$ cat config.mk
export PLATFORM = sky130hd
export DESIGN_NAME = sram_lane_ctrl
export DESIGN_NICKNAME = d
export VERILOG_FILES = /design/src/rtl/sram_ctrl_pkg.sv /design/src/rtl/sram_phase_timer.sv /design/src/rtl/sram_lane_mask.sv /design/src/rtl/sram_ctrl_fsm.sv /design/src/rtl/sram_lane_ctrl.sv
export SDC_FILE = /design/constraint.sdc
export NUM_CORES = 1
export LEC_CHECK = 0
export CAP_MARGIN = 25
export CELL_PAD_IN_SITES_DETAIL_PLACEMENT = 0
export CELL_PAD_IN_SITES_GLOBAL_PLACEMENT = 2
export CORE_MARGIN = 2
export CORE_UTILIZATION = 23
export CTS_CLUSTER_SIZE = 30
export DETAILED_ROUTE_END_ITERATION = 8
export PLACE_DENSITY_LB_ADDON = 0.1
export SKIP_LAST_GASP = 1
export SLEW_MARGIN = 20
export SYNTH_ARGS = -nofsm -noshare
export SYNTH_HDL_FRONTEND = slang
export SYNTH_SLANG_ARGS = --single-unit
$ cat constraint.sdc
create_clock -name clk -period 2.1 [get_ports clk]
set_clock_uncertainty 0.15 [all_clocks]
set_input_delay 0.315 -clock clk [delete_from_list [all_inputs] [get_ports clk]]
set_output_delay 0.315 -clock clk [all_outputs]
set_load 0.05 [all_outputs]
$ cat src/rtl/sram_ctrl_pkg.sv
package sram_ctrl_pkg;

    typedef enum logic [2:0] {
        ST_IDLE,
        ST_READ,
        ST_TURN,
        ST_WPULSE,
        ST_WHOLD
    } ctrl_state_t;

    // Round a nanosecond minimum up to whole clock cycles, never below one.
    function automatic int ns_to_cyc(input int ns, input int clk_ns);
        int c;
        c = (ns + clk_ns - 1) / clk_ns;
        return (c < 1) ? 1 : c;
    endfunction

    function automatic int max2(input int a, input int b);
        return (a > b) ? a : b;
    endfunction

endpackage

$ cat src/rtl/sram_phase_timer.sv
module sram_phase_timer #(
    parameter int CNT_W = 3
) (
    input  logic             clk,
    input  logic             rst_n,
    input  logic             load,
    input  logic [CNT_W-1:0] load_val,
    output logic             done
);

    logic [CNT_W-1:0] cnt;

    always_ff @(posedge clk or negedge rst_n) begin
        if (!rst_n) begin
            cnt <= '0;
        end else if (load) begin
            cnt <= load_val;
        end else if (cnt != '0) begin
            cnt <= cnt - 1'b1;
        end
    end

    assign done = (cnt == '0);

endmodule

$ cat src/rtl/sram_lane_mask.sv
module sram_lane_mask #(
    parameter int DATA_W = 16,
    parameter int LANES  = DATA_W / 8
) (
    input  logic              active,
    input  logic [LANES-1:0]  lane_req,
    input  logic [DATA_W-1:0] raw_in,
    output logic [LANES-1:0]  lane_n,
    output logic [DATA_W-1:0] masked_out
);

    for (genvar g = 0; g < LANES; g++) begin : g_lane
        assign lane_n[g]             = !(active && lane_req[g]);
        assign masked_out[g*8 +: 8]  = lane_req[g] ? raw_in[g*8 +: 8] : 8'h00;
    end

endmodule

$ cat src/rtl/sram_ctrl_fsm.sv
module sram_ctrl_fsm
    import sram_ctrl_pkg::*;
#(
    parameter int RD_CYC    = 4,
    parameter int TURN_CYC  = 2,
    parameter int PULSE_CYC = 3,
    parameter int CNT_W     = 3
) (
    input  logic             clk,
    input  logic             rst_n,
    input  logic             req_valid,
    input  logic             req_write,
    input  logic             tmr_done,
    output logic             req_ready,
    output logic             accept,
    output logic             tmr_load,
    output logic [CNT_W-1:0] tmr_val,
    output logic             sel_act,
    output logic             rd_act,
    output logic             wr_act,
    output logic             drive,
    output logic             sample
);

    localparam logic [CNT_W-1:0] RD_LD    = CNT_W'(RD_CYC - 1);
    localparam logic [CNT_W-1:0] TURN_LD  = CNT_W'(TURN_CYC - 1);
    localparam logic [CNT_W-1:0] PULSE_LD = CNT_W'(PULSE_CYC - 1);

    ctrl_state_t state, state_nx;

    always_ff @(posedge clk or negedge rst_n) begin
        if (!rst_n) begin
            state <= ST_IDLE;
        end else begin
            state <= state_nx;
        end
    end

    always_comb begin
        state_nx  = state;
        req_ready = 1'b0;
        accept    = 1'b0;
        tmr_load  = 1'b0;
        tmr_val   = '0;
        sel_act   = 1'b1;
        rd_act    = 1'b0;
        wr_act    = 1'b0;
        drive     = 1'b0;
        sample    = 1'b0;
        unique case (state)
            ST_IDLE: begin
                req_ready = 1'b1;
                sel_act   = 1'b0;
                if (req_valid) begin
                    accept   = 1'b1;
                    tmr_load = 1'b1;
                    if (req_write) begin
                        state_nx = ST_TURN;
                        tmr_val  = TURN_LD;
                    end else begin
                        state_nx = ST_READ;
                        tmr_val  = RD_LD;
                    end
                end
            end
            ST_READ: begin
                rd_act = 1'b1;
                if (tmr_done) begin
                    sample   = 1'b1;
                    state_nx = ST_IDLE;
                end
            end
            ST_TURN: begin
                if (tmr_done) begin
                    tmr_load = 1'b1;
                    tmr_val  = PULSE_LD;
                    state_nx = ST_WPULSE;
                end
            end
            ST_WPULSE: begin
                wr_act = 1'b1;
                drive  = 1'b1;
                if (tmr_done) begin
                    state_nx = ST_WHOLD;
                end
            end
            ST_WHOLD: begin
                drive    = 1'b1;
                state_nx = ST_IDLE;
            end
            default: begin
                state_nx = ST_IDLE;
            end
        endcase
    end

endmodule

$ cat src/rtl/sram_lane_ctrl.sv
module sram_lane_ctrl
    import sram_ctrl_pkg::*;
#(
    parameter int ADDR_W   = 18,
    parameter int DATA_W   = 16,
    parameter int CLK_NS   = 20,
    parameter int T_RC_NS  = 70,
    parameter int T_AA_NS  = 70,
    parameter int T_OE_NS  = 35,
    parameter int T_BA_NS  = 70,
    parameter int T_WC_NS  = 70,
    parameter int T_WP_NS  = 55,
    parameter int T_CW_NS  = 60,
    parameter int T_DW_NS  = 30,
    parameter int T_FLT_NS = 25,
    localparam int LANES   = DATA_W / 8
) (
    input  logic              clk,
    input  logic              rst_n,
    input  logic              req_valid,
    output logic              req_ready,
    input  logic              req_write,
    input  logic [ADDR_W-1:0] req_addr,
    input  logic [DATA_W-1:0] req_wdata,
    input  logic [LANES-1:0]  req_mask,
    output logic              rsp_valid,
    output logic [DATA_W-1:0] rsp_rdata,
    output logic [ADDR_W-1:0] mem_addr,
    output logic [DATA_W-1:0] mem_dq_out,
    input  logic [DATA_W-1:0] mem_dq_in,
    output logic              mem_dq_oe,
    output logic              mem_sel_n,
    output logic              mem_sel,
    output logic              mem_rd_en_n,
    output logic              mem_wr_en_n,
    output logic [LANES-1:0]  mem_lane_n
);

    localparam int RD_CYC    = max2(max2(ns_to_cyc(T_AA_NS, CLK_NS), ns_to_cyc(T_OE_NS, CLK_NS)),
                                    max2(ns_to_cyc(T_BA_NS, CLK_NS), ns_to_cyc(T_RC_NS, CLK_NS)));
    localparam int TURN_CYC  = ns_to_cyc(T_FLT_NS, CLK_NS);
    localparam int PULSE_CYC = max2(max2(ns_to_cyc(T_WP_NS, CLK_NS), ns_to_cyc(T_DW_NS, CLK_NS)),
                                    max2(ns_to_cyc(T_CW_NS, CLK_NS) - TURN_CYC,
                                         ns_to_cyc(T_WC_NS, CLK_NS) - TURN_CYC - 1));
    localparam int CNT_MAX   = max2(RD_CYC, max2(TURN_CYC, PULSE_CYC));
    localparam int CNT_W     = $clog2(CNT_MAX + 1);

    logic              accept, tmr_load, tmr_done;
    logic [CNT_W-1:0]  tmr_val;
    logic              sel_act, rd_act, wr_act, drive, sample;
    logic [ADDR_W-1:0] addr_q;
    logic [DATA_W-1:0] wdata_q;
    logic [LANES-1:0]  mask_q;
    logic [DATA_W-1:0] rd_masked;

    sram_ctrl_fsm #(
        .RD_CYC    (RD_CYC),
        .TURN_CYC  (TURN_CYC),
        .PULSE_CYC (PULSE_CYC),
        .CNT_W     (CNT_W)
    ) u_fsm (
        .clk       (clk),
        .rst_n     (rst_n),
        .req_valid (req_valid),
        .req_write (req_write),
        .tmr_done  (tmr_done),
        .req_ready (req_ready),
        .accept    (accept),
        .tmr_load  (tmr_load),
        .tmr_val   (tmr_val),
        .sel_act   (sel_act),
        .rd_act    (rd_act),
        .wr_act    (wr_act),
        .drive     (drive),
        .sample    (sample)
    );

    sram_phase_timer #(
        .CNT_W (CNT_W)
    ) u_timer (
        .clk      (clk),
        .rst_n    (rst_n),
        .load     (tmr_load),
        .load_val (tmr_val),
        .done     (tmr_done)
    );

    sram_lane_mask #(
        .DATA_W (DATA_W),
        .LANES  (LANES)
    ) u_lanes (
        .active     (sel_act),
        .lane_req   (mask_q),
        .raw_in     (mem_dq_in),
        .lane_n     (mem_lane_n),
        .masked_out (rd_masked)
    );

    always_ff @(posedge clk or negedge rst_n) begin
        if (!rst_n) begin
            addr_q  <= '0;
            wdata_q <= '0;
            mask_q  <= '0;
        end else if (accept) begin
            addr_q  <= req_addr;
            wdata_q <= req_wdata;
            mask_q  <= req_mask;
        end
    end

    always_ff @(posedge clk or negedge rst_n) begin
        if (!rst_n) begin
            rsp_valid <= 1'b0;
            rsp_rdata <= '0;
        end else begin
            rsp_valid <= sample;
            if (sample) begin
                rsp_rdata <= rd_masked;
            end
        end
    end

    assign mem_addr    = addr_q;
    assign mem_dq_out  = wdata_q;
    assign mem_dq_oe   = drive;
    assign mem_sel_n   = !sel_act;
    assign mem_sel     = sel_act;
    assign mem_rd_en_n = !rd_act;
    assign mem_wr_en_n = !wr_act;

endmodule

; ---- Yosys cells after proc, flatten, opt, wreduce, memory -nomap -nowiden
; Cells that the tools add are included.
[op_classes]
add_sub_neg = 1
eq_ne = 8
muxes = 24
reduce_logical = 12
[op_table]
columns = operator, count
row1 = $mux 3, 7
row2 = $mux 8, 2
row3 = $pmux 3 s4, 1
row4 = $mux 1, 9
row5 = $ne 2x2->1 const B, 4
row6 = $eq 3x2->1 const B, 2
row7 = $logic_not 3->1, 2
row8 = $mux 2, 3
row9 = $pmux 3 s2, 1
row10 = $logic_not 1->1, 4
row11 = $reduce_and 4->1, 1
row12 = $eq 3x1->1 const B, 1
row13 = $eq 3x3->1 const B, 1
row14 = $reduce_bool 3->1, 1
row15 = $sub 3x1->3 const B, 1
row16 = $logic_and 1x1->1, 2
row17 = $pmux 1 s2, 1
row18 = $reduce_bool 2->1, 1
row19 = $reduce_or 2->1, 1
[totals]
register_bits = 59
input_bits = 56
output_inout_bits = 59
wordCells = 52

; ---- Logic depth before layout (Yosys ltp)
; Gate-level depths: netlist of the first run.
[depth]
ltp_word = 4
depth_mapped = 6
depth_no_buf = 5

; ---- Modules after synthesis
; A second synthesis of the first run with hierarchy kept.
[unflattened]
cells_unflattened = 183
area_unflattened_um2 = 2725.1
[modules_own_cells]
columns = mod, n_inst, cells_per_inst, area_each_um2, seq_area_each_um2
row1 = sram_lane_ctrl, 1, 114, 2167.1, 1326.3
row2 = sram_ctrl_fsm, 1, 30, 250.2, 75.1
row3 = sram_phase_timer, 1, 21, 200.2, 75.1
row4 = sram_lane_mask, 1, 18, 107.6, 0.0

; ---- Worst setup path before layout of the first run
; OpenSTA, ideal clock, no wires.
[synth_timing]
path_type = flip-flop to output port
from = register u_fsm.state[0]
to = output port mem_lane_n[0]
t_arrival_ns = 2.863
required_time_ns = 1.635
path_slack_ns = -1.228
stages_incl_launch_ff = 5
path_buffers = 1
path_cell_list = dfrtp_1 -> buf_4 -> nor3_1 -> inv_1 -> nand2_1
[synth_via]
elab_chain_len = 4
[synth_rtl]
columns = element, line
row1 = "start, declared", sram_ctrl_fsm.sv:29  ; ctrl_state_t state, state_nx;
row2 = "start signal, assigned", sram_ctrl_fsm.sv:35  ; state <= state_nx;
row3 = $logic_not 3->1, sram_ctrl_fsm.sv:50  ; unique case (state)
row4 = net mem_sel_n, sram_lane_ctrl.sv:32  ; output logic mem_sel_n,
row5 = $mux 1, sram_ctrl_fsm.sv:50
row6 = net mem_sel, sram_lane_ctrl.sv:33  ; output logic mem_sel,
row7 = $logic_and 1x1->1, sram_lane_mask.sv:13  ; assign lane_n[g] = !(active && lane_req[g]);
row8 = $logic_not 1->1, sram_lane_mask.sv:13
row9 = "end, declared", sram_lane_ctrl.sv:36  ; output logic [LANES-1:0] mem_lane_n
; The timed path passes the listed nets, and every way through them passes these cells.

; ---- Final worst setup path of the first run
[layout_timing]
from = register wdata_q[11] (netlist: mem_dq_out[11])
to = output port mem_dq_out[11]
[layout_rtl]
columns = element, line
row1 = "start, declared", sram_lane_ctrl.sv:52  ; logic [DATA_W-1:0] wdata_q;
row2 = "start signal, assigned", sram_lane_ctrl.sv:106  ; wdata_q <= req_wdata;
row3 = "end, declared", sram_lane_ctrl.sv:29  ; output logic [DATA_W-1:0] mem_dq_out,
; No word-level cell between the ends.

==> results of run 1 <==
## stage by stage
stage | instance area [sq um] | utilization (%) | hold slack (ns) | std cells | TNS [ns]
after floorplan | 2490 | - | -0.131 | 272 | -0.244
after global placement | 3890 | 37.4 | 0.144 | 518 | 0
after detailed placement | 3890 | 37.4 | 0.146 | 518 | 0
after CTS | 4150 | 39.8 | 0.313 | 535 | 0
after global routing | 4150 | 39.8 | 0.333 | 535 | 0
final | 4150 | 39.8 | 0.306 | 535 | 0
## what timing repair did
action | in CTS | in global routing
hold buffers | 1 | 0
hold endpoints to repair | 16 | 0
setup endpoints to repair | 1 | 0
gates resized for setup | 1 | 0
## worst reg2reg max path: cells and delay by family (launching register included)
family                 cells  cell delay (ns)
AND/OR/NAND/NOR            3             0.74
buffers and inverters      2             0.43
flip-flops                 1             0.37
## power breakdown
part | leakage, nW | switching, W | internal, W | total, W
clock | 0.123 | 0.000446 | 0.000817 | 0.00126
combinational | 1.06 | 0.00288 | 0.00157 | 0.00445
sequential | 0.729 | 0.000283 | 0.00167 | 0.00195
## final timing paths
kind | endpoint | slack (ns) | cells past startpoint
min | mem_dq_out[4] | 0.31 | 2
min in group clk | mem_addr[17] | 0.32 | 2
min reg2reg | mem_addr[17] | 0.32 | 2
max reg2reg | mem_addr[15] | 0.32 | 5
max | mem_dq_out[11] | 0.12 | 1
max in group asynchronous | mem_addr[14] | 0.93 | 3
## per-layer routing
metal,share of wire [%],vias to the layer above,track usage [%]
li1,-,1107,-
met1,44,1034,16.2
met2,48,64,20.4
met3,6.6,9,4.90
met4,1.2,0,4.12
met5,0,-,0
## flip-flops by register name, summed over array words and instances (netlist names)
signal       count
mem_addr        18
rsp_valid        1
mask_q           2
u_fsm.state      3
mem_dq_out      16
rsp_rdata       16
u_timer.cnt      3
## placed cells by master (no fill, tap or decap), drive strengths merged
cell / count
nor3: 1
a22oi: 1
buf: 24
bufinv: 3
a21oi: 4
and2b: 1
mux2i: 1
o211ai: 1
nand3b: 3
dlygate4sd3: 1
nand2: 128
nand2b: 2
ha: 2
inv: 4
clkdlybuf4s50: 105
or3: 1
nor4b: 1
o21ai: 33
or3b: 1
or4b: 1
a2bb2oi: 1
clkinv: 2
nor4bb: 1
a21o: 1
dfrtp: 59
nor2: 6
clkbuf: 11
## cell type report
class                   count  area [sq um]
clock inverters             5           100
repair buffers            130          1350
fillers                  1082          6270
inverters                   4          15.0
flip-flops and latches     59          1480
well taps                 136           170
multi-input cells         190           891
clock buffers              11           141
## logic make-up (layout without fill, tap and decap cells)
| logic type | Yosys count | after routing |
|---|---|---|
| DFF | 59 | 59 |
| adders and majority gates | 2 | 2 |
| AOI/OAI and AO/OA | 41 | 41 |
| muxes | 1 | 1 |
| and+or+nand+nor | 146 | 146 |
| buffers and inverters | 23 | 150 |
==> results.ini, run 1 <==
[critical_path]
crit_path_cell_trace=clkdlybuf4s50_1
cp_slowest_cell=clkdlybuf4s50_1
critPathMaxStageDelay_ns=0.82
reg2reg_from=u_fsm.state[2]
critPathKind=flop to output port
crit_required_ns=1.63
crit_fanout=2
path_delay_family=buffers and inverters
cp-start-kind=flop
startpoint=mem_dq_out[11]
path_buf_inv=1
worstSetupEndpointType=output port
arrival_ns=1.52

[global_routing]
grt_pass1_vias=2250
grt_max_degree=30
grt_pass1_wl_um=11600
grtUsageTotal_pct=12.9
grt-ovfl-total=0
antenna_found_initial=0

[sta]
finalSetupViolCount=0
rsz0062_at_grt=no
period_share_pct=94.3
max_freq_mhz=505
slew_headroom_pct=64.8
hold_viol=0
finalWorstSetupSlack_ns=0.119
min_period_ns=1.98
maxSlewViolCount=0
max_slew.worst_pin.slew_ns=0.527

[routing]
firstDrtPassIters=5
wirelength_um=7060
vias=2214
wl_per_cell_um=13.2
drc_errors=0
antenna_left=0
drtIter0Drc=72
via_per_inst=4.14

[power_and_ir_drop]
p_per_area_nw_per_um2=1850
p_total_w=0.00766
vdd.ir_drop.worst_mv=0.570
leakagePower_nw=1.91

[clocking]
clockRootBuffer=clkbuf_8
cts_tree=yes
numClockSinks=59
cts_buffers=9
clk_latency_ns=0.33
clk_transition_reported_paths_ns=0.07
clock_path_buffers=2
htree_num_levels=3
post-cts-setup-buffer-count=0

[synth]
ys_top_cells_by_count=nand2_1, dfrtp_1, o21ai_0
yosysMostFrequentCell=nand2_1
synth.area.mux_share_pct=0.404
yosysWarningCount=0
synth_edf_count=0
syn_area_sq_um=2480
synth-xor-area-share_pct=0
syn_nets=330
async_flop_share_pct=100
ys.flop_type=dfrtp_1
synth_simple_gate_area_share_pct=24.7
ys_seq_area_share_pct=59.6
yosysTopAreaCell=dfrtp_1
avgSynthCellArea_sq_um=9.11
yosys.area_share.adder_pct=1.01
synth_top_area_share_pct=59.6
synth_cell_type_count=28
syn_inst=272
yosys-top-cells-area=dfrtp_1, nand2_1, o21ai_0
synth_top_family_by_area=simple AND/OR/NAND/NOR gates
ys_seq_elements=59
synth_compound_area_share_pct=8.73

[final_layout]
syn_to_final_growth_pct=67.2
nets=452
final_layout_size_suffix_gt1_share_pct=11.5
antennaDiodeCount=0

[floorplanning]
rows=37
die_w_um=108
start_util_pct=23.8
core-area_sq_um=10400
die_h_um=108
ios=115
dieArea_sq_um=11600

[place]
gp_congestion=0.689
pre_cts_ws_ns=0.118
dp_hpwl_um=5010
port_buffers=114

[job]
cap_violations=0

[worst_hold_path]
min_path_type=primary input to async pin

[status]
status=completed

Note: power is estimated with default switching activity, not from simulation.
==> run 2, diff against run 1 <==
--- a/config.mk
+++ b/config.mk
@@ -9,9 +9,10 @@
 export CELL_PAD_IN_SITES_DETAIL_PLACEMENT = 0
 export CELL_PAD_IN_SITES_GLOBAL_PLACEMENT = 2
 export CORE_MARGIN = 2
-export CORE_UTILIZATION = 23
+export CORE_UTILIZATION = 21
 export CTS_CLUSTER_SIZE = 30
 export DETAILED_ROUTE_END_ITERATION = 8
+export HOLD_SLACK_MARGIN = 0.05
 export PLACE_DENSITY_LB_ADDON = 0.1
 export SKIP_LAST_GASP = 1
 export SLEW_MARGIN = 20
==> constraint.sdc (replaced) <==
create_clock -name clk -period 1.8 [get_ports clk]
set_clock_uncertainty 0.15 [all_clocks]
set_input_delay 0.27 -clock clk [delete_from_list [all_inputs] [get_ports clk]]
set_output_delay 0.27 -clock clk [all_outputs]
set_load 0.05 [all_outputs]
==> run 2 against run 1 <==
The flow now finishes with violations (setup timing); global-route usage shrank 0.80 points; routed wire length rose by 4.4%; sequential share of layout area shrank 0.82 points; total power increased by 21%; first-iteration DRC count grew 18%; clock-buffer cell count unchanged; via count rose by 2.6%; flip-flop and latch count is the same; utilization is 2.8 points lower; worst hold slack better by 0.013 ns; die area rose by 9.2%; cell count up 2.8%; largest cell class unchanged.
==> results.ini, run 2 (synthesis results as in run 1) <==
[status]
status=complete, but fails checks
violations=setup timing

[sta]
setup_tns_ns=-0.116
max_slew.worst_pin.slew_ns=0.549
finalWorstSetupSlack_ns=-0.0280
finalSetupViolCount=6
slew_headroom_pct=63.4
hold_viol=0
period_share_pct=102
min_period_ns=1.83
rsz0062_at_grt=yes
max_freq_mhz=547
maxSlewViolCount=0

[routing]
drtIter0Drc=85
vias=2271
antenna_left=0
drc_errors=0
firstDrtPassIters=4
wl_per_cell_um=13.4
wirelength_um=7370
via_per_inst=4.13

[critical_path]
crit_required_ns=1.38
crit_fanout=3
arrival_ns=1.41
worstSetupEndpointType=output port
cp-start-kind=flop
critPathKind=flop to output port

[clocking]
clk_latency_ns=0.32
clockRootBuffer=clkbuf_16
numClockSinks=59
htree_num_levels=3
cts_tree=yes
clk_transition_reported_paths_ns=0.06
cts_buffers=9
clock_path_buffers=2

[final_layout]
utilization_pct=37.0
largest_reg_flops=18
fillCellCount=1181
syn_to_final_growth_pct=71.3
final_common_cell=nand2_1
mostFrequentLayoutCells=nand2_1, buf_4, dfrtp_1
final_layout_size_suffix_gt1_share_pct=26.8
antennaDiodeCount=0
nets=461

[place]
dp_hpwl_um=5170
pre_cts_ws_ns=-0.0511
port_buffers=114
gp_congestion=0.684

[floorplanning]
die_w_um=113
dieArea_sq_um=12700
die_h_um=113
rows=39
start_util_pct=21.6
ios=115
core-area_sq_um=11500

[global_routing]
antenna_found_initial=0
grt_pass1_wl_um=12100
grtUsageTotal_pct=12.1
busiest_layer=met2
met1_usage_pct=14.3
grt-ovfl-total=0
grt_max_degree=25
grt_pass1_vias=2395
grt_util_met2_pct=21.1
grt.met3_usage_pct=3.51

[job]
cap_violations=0

[power_and_ir_drop]
p_per_area_nw_per_um2=2190
leakagePower_nw=2.06
vdd.ir_drop.worst_mv=0.676

[worst_hold_path]
min_path_type=primary input to async pin

==> run 2: layout make-up <==
cell class	instances	area (sq um)	share of cell area [%]
clock buffer	11	243	5.72
sequential	59	1480	34.8
clock inverter	4	75.1	1.77
tap	143	179	4.21
multi-input combinational	190	901	21.2
inverter	4	15.0	0.354
timing repair buffer	139	1360	31.9
==> run 2: final timing paths <==
kind / from / endpoint / slack [ns] / depth (start not counted)
min reg2reg: mem_dq_out[12] / mem_dq_out[12] / 0.32 / 2
max reg2reg: u_fsm.state[2] / mem_addr[12] / 0.08 / 5
max in group asynchronous: rst_n / mem_dq_out[15] / 0.66 / 3
min in group clk: req_wdata[5] / mem_dq_out[5] / 0.32 / 3
min: rst_n / rsp_rdata[12] / 0.32 / 2
max: u_fsm.state[2] / mem_rd_en_n / -0.03 / 3
==> run 2: power by group <==
group          internal (W)  switching [W]  total [W]
combinational       0.00178        0.00335    0.00514
sequential          0.00195       0.000374    0.00233
clock               0.00124       0.000600    0.00184
total               0.00498        0.00433    0.00930
==> run 2: per-layer routing <==
layer / vias up / wire [um]
met3: 8 / 373
met2: 58 / 3730
met5: - / 0
met4: 0 / 87
li1: 1123 / -
met1: 1082 / 3180
==> run 2: metrics by stage <==
stage | instance area (sq um) | hold slack (ns) | total power (W) | cells
2_1_floorplan | 2500 | -0.176 | 0.00555 | 272
3_3_place_gp | 3850 | 0.142 | 0.00742 | 528
3_5_place_dp | 3850 | 0.146 | 0.00743 | 528
4_1_cts | 4240 | 0.310 | 0.00943 | 549
5_1_grt | 4250 | 0.319 | 0.00984 | 550
6_report | 4250 | 0.319 | 0.00930 | 550
==> run 2: worst max-delay path: stages (launching register included) <==
cell and delay [ns]:
dfrtp_1 0.40, or3b_4 0.41, buf_6 0.14, buf_6 0.14
==> run 2: what timing repair did <==
item,CTS,global route
endpoints found under the setup margin,5,8
pin swaps,4,2
gates resized for setup,7,1
setup buffers,5,1
hold endpoints to repair,17,0
hold buffers,1,0
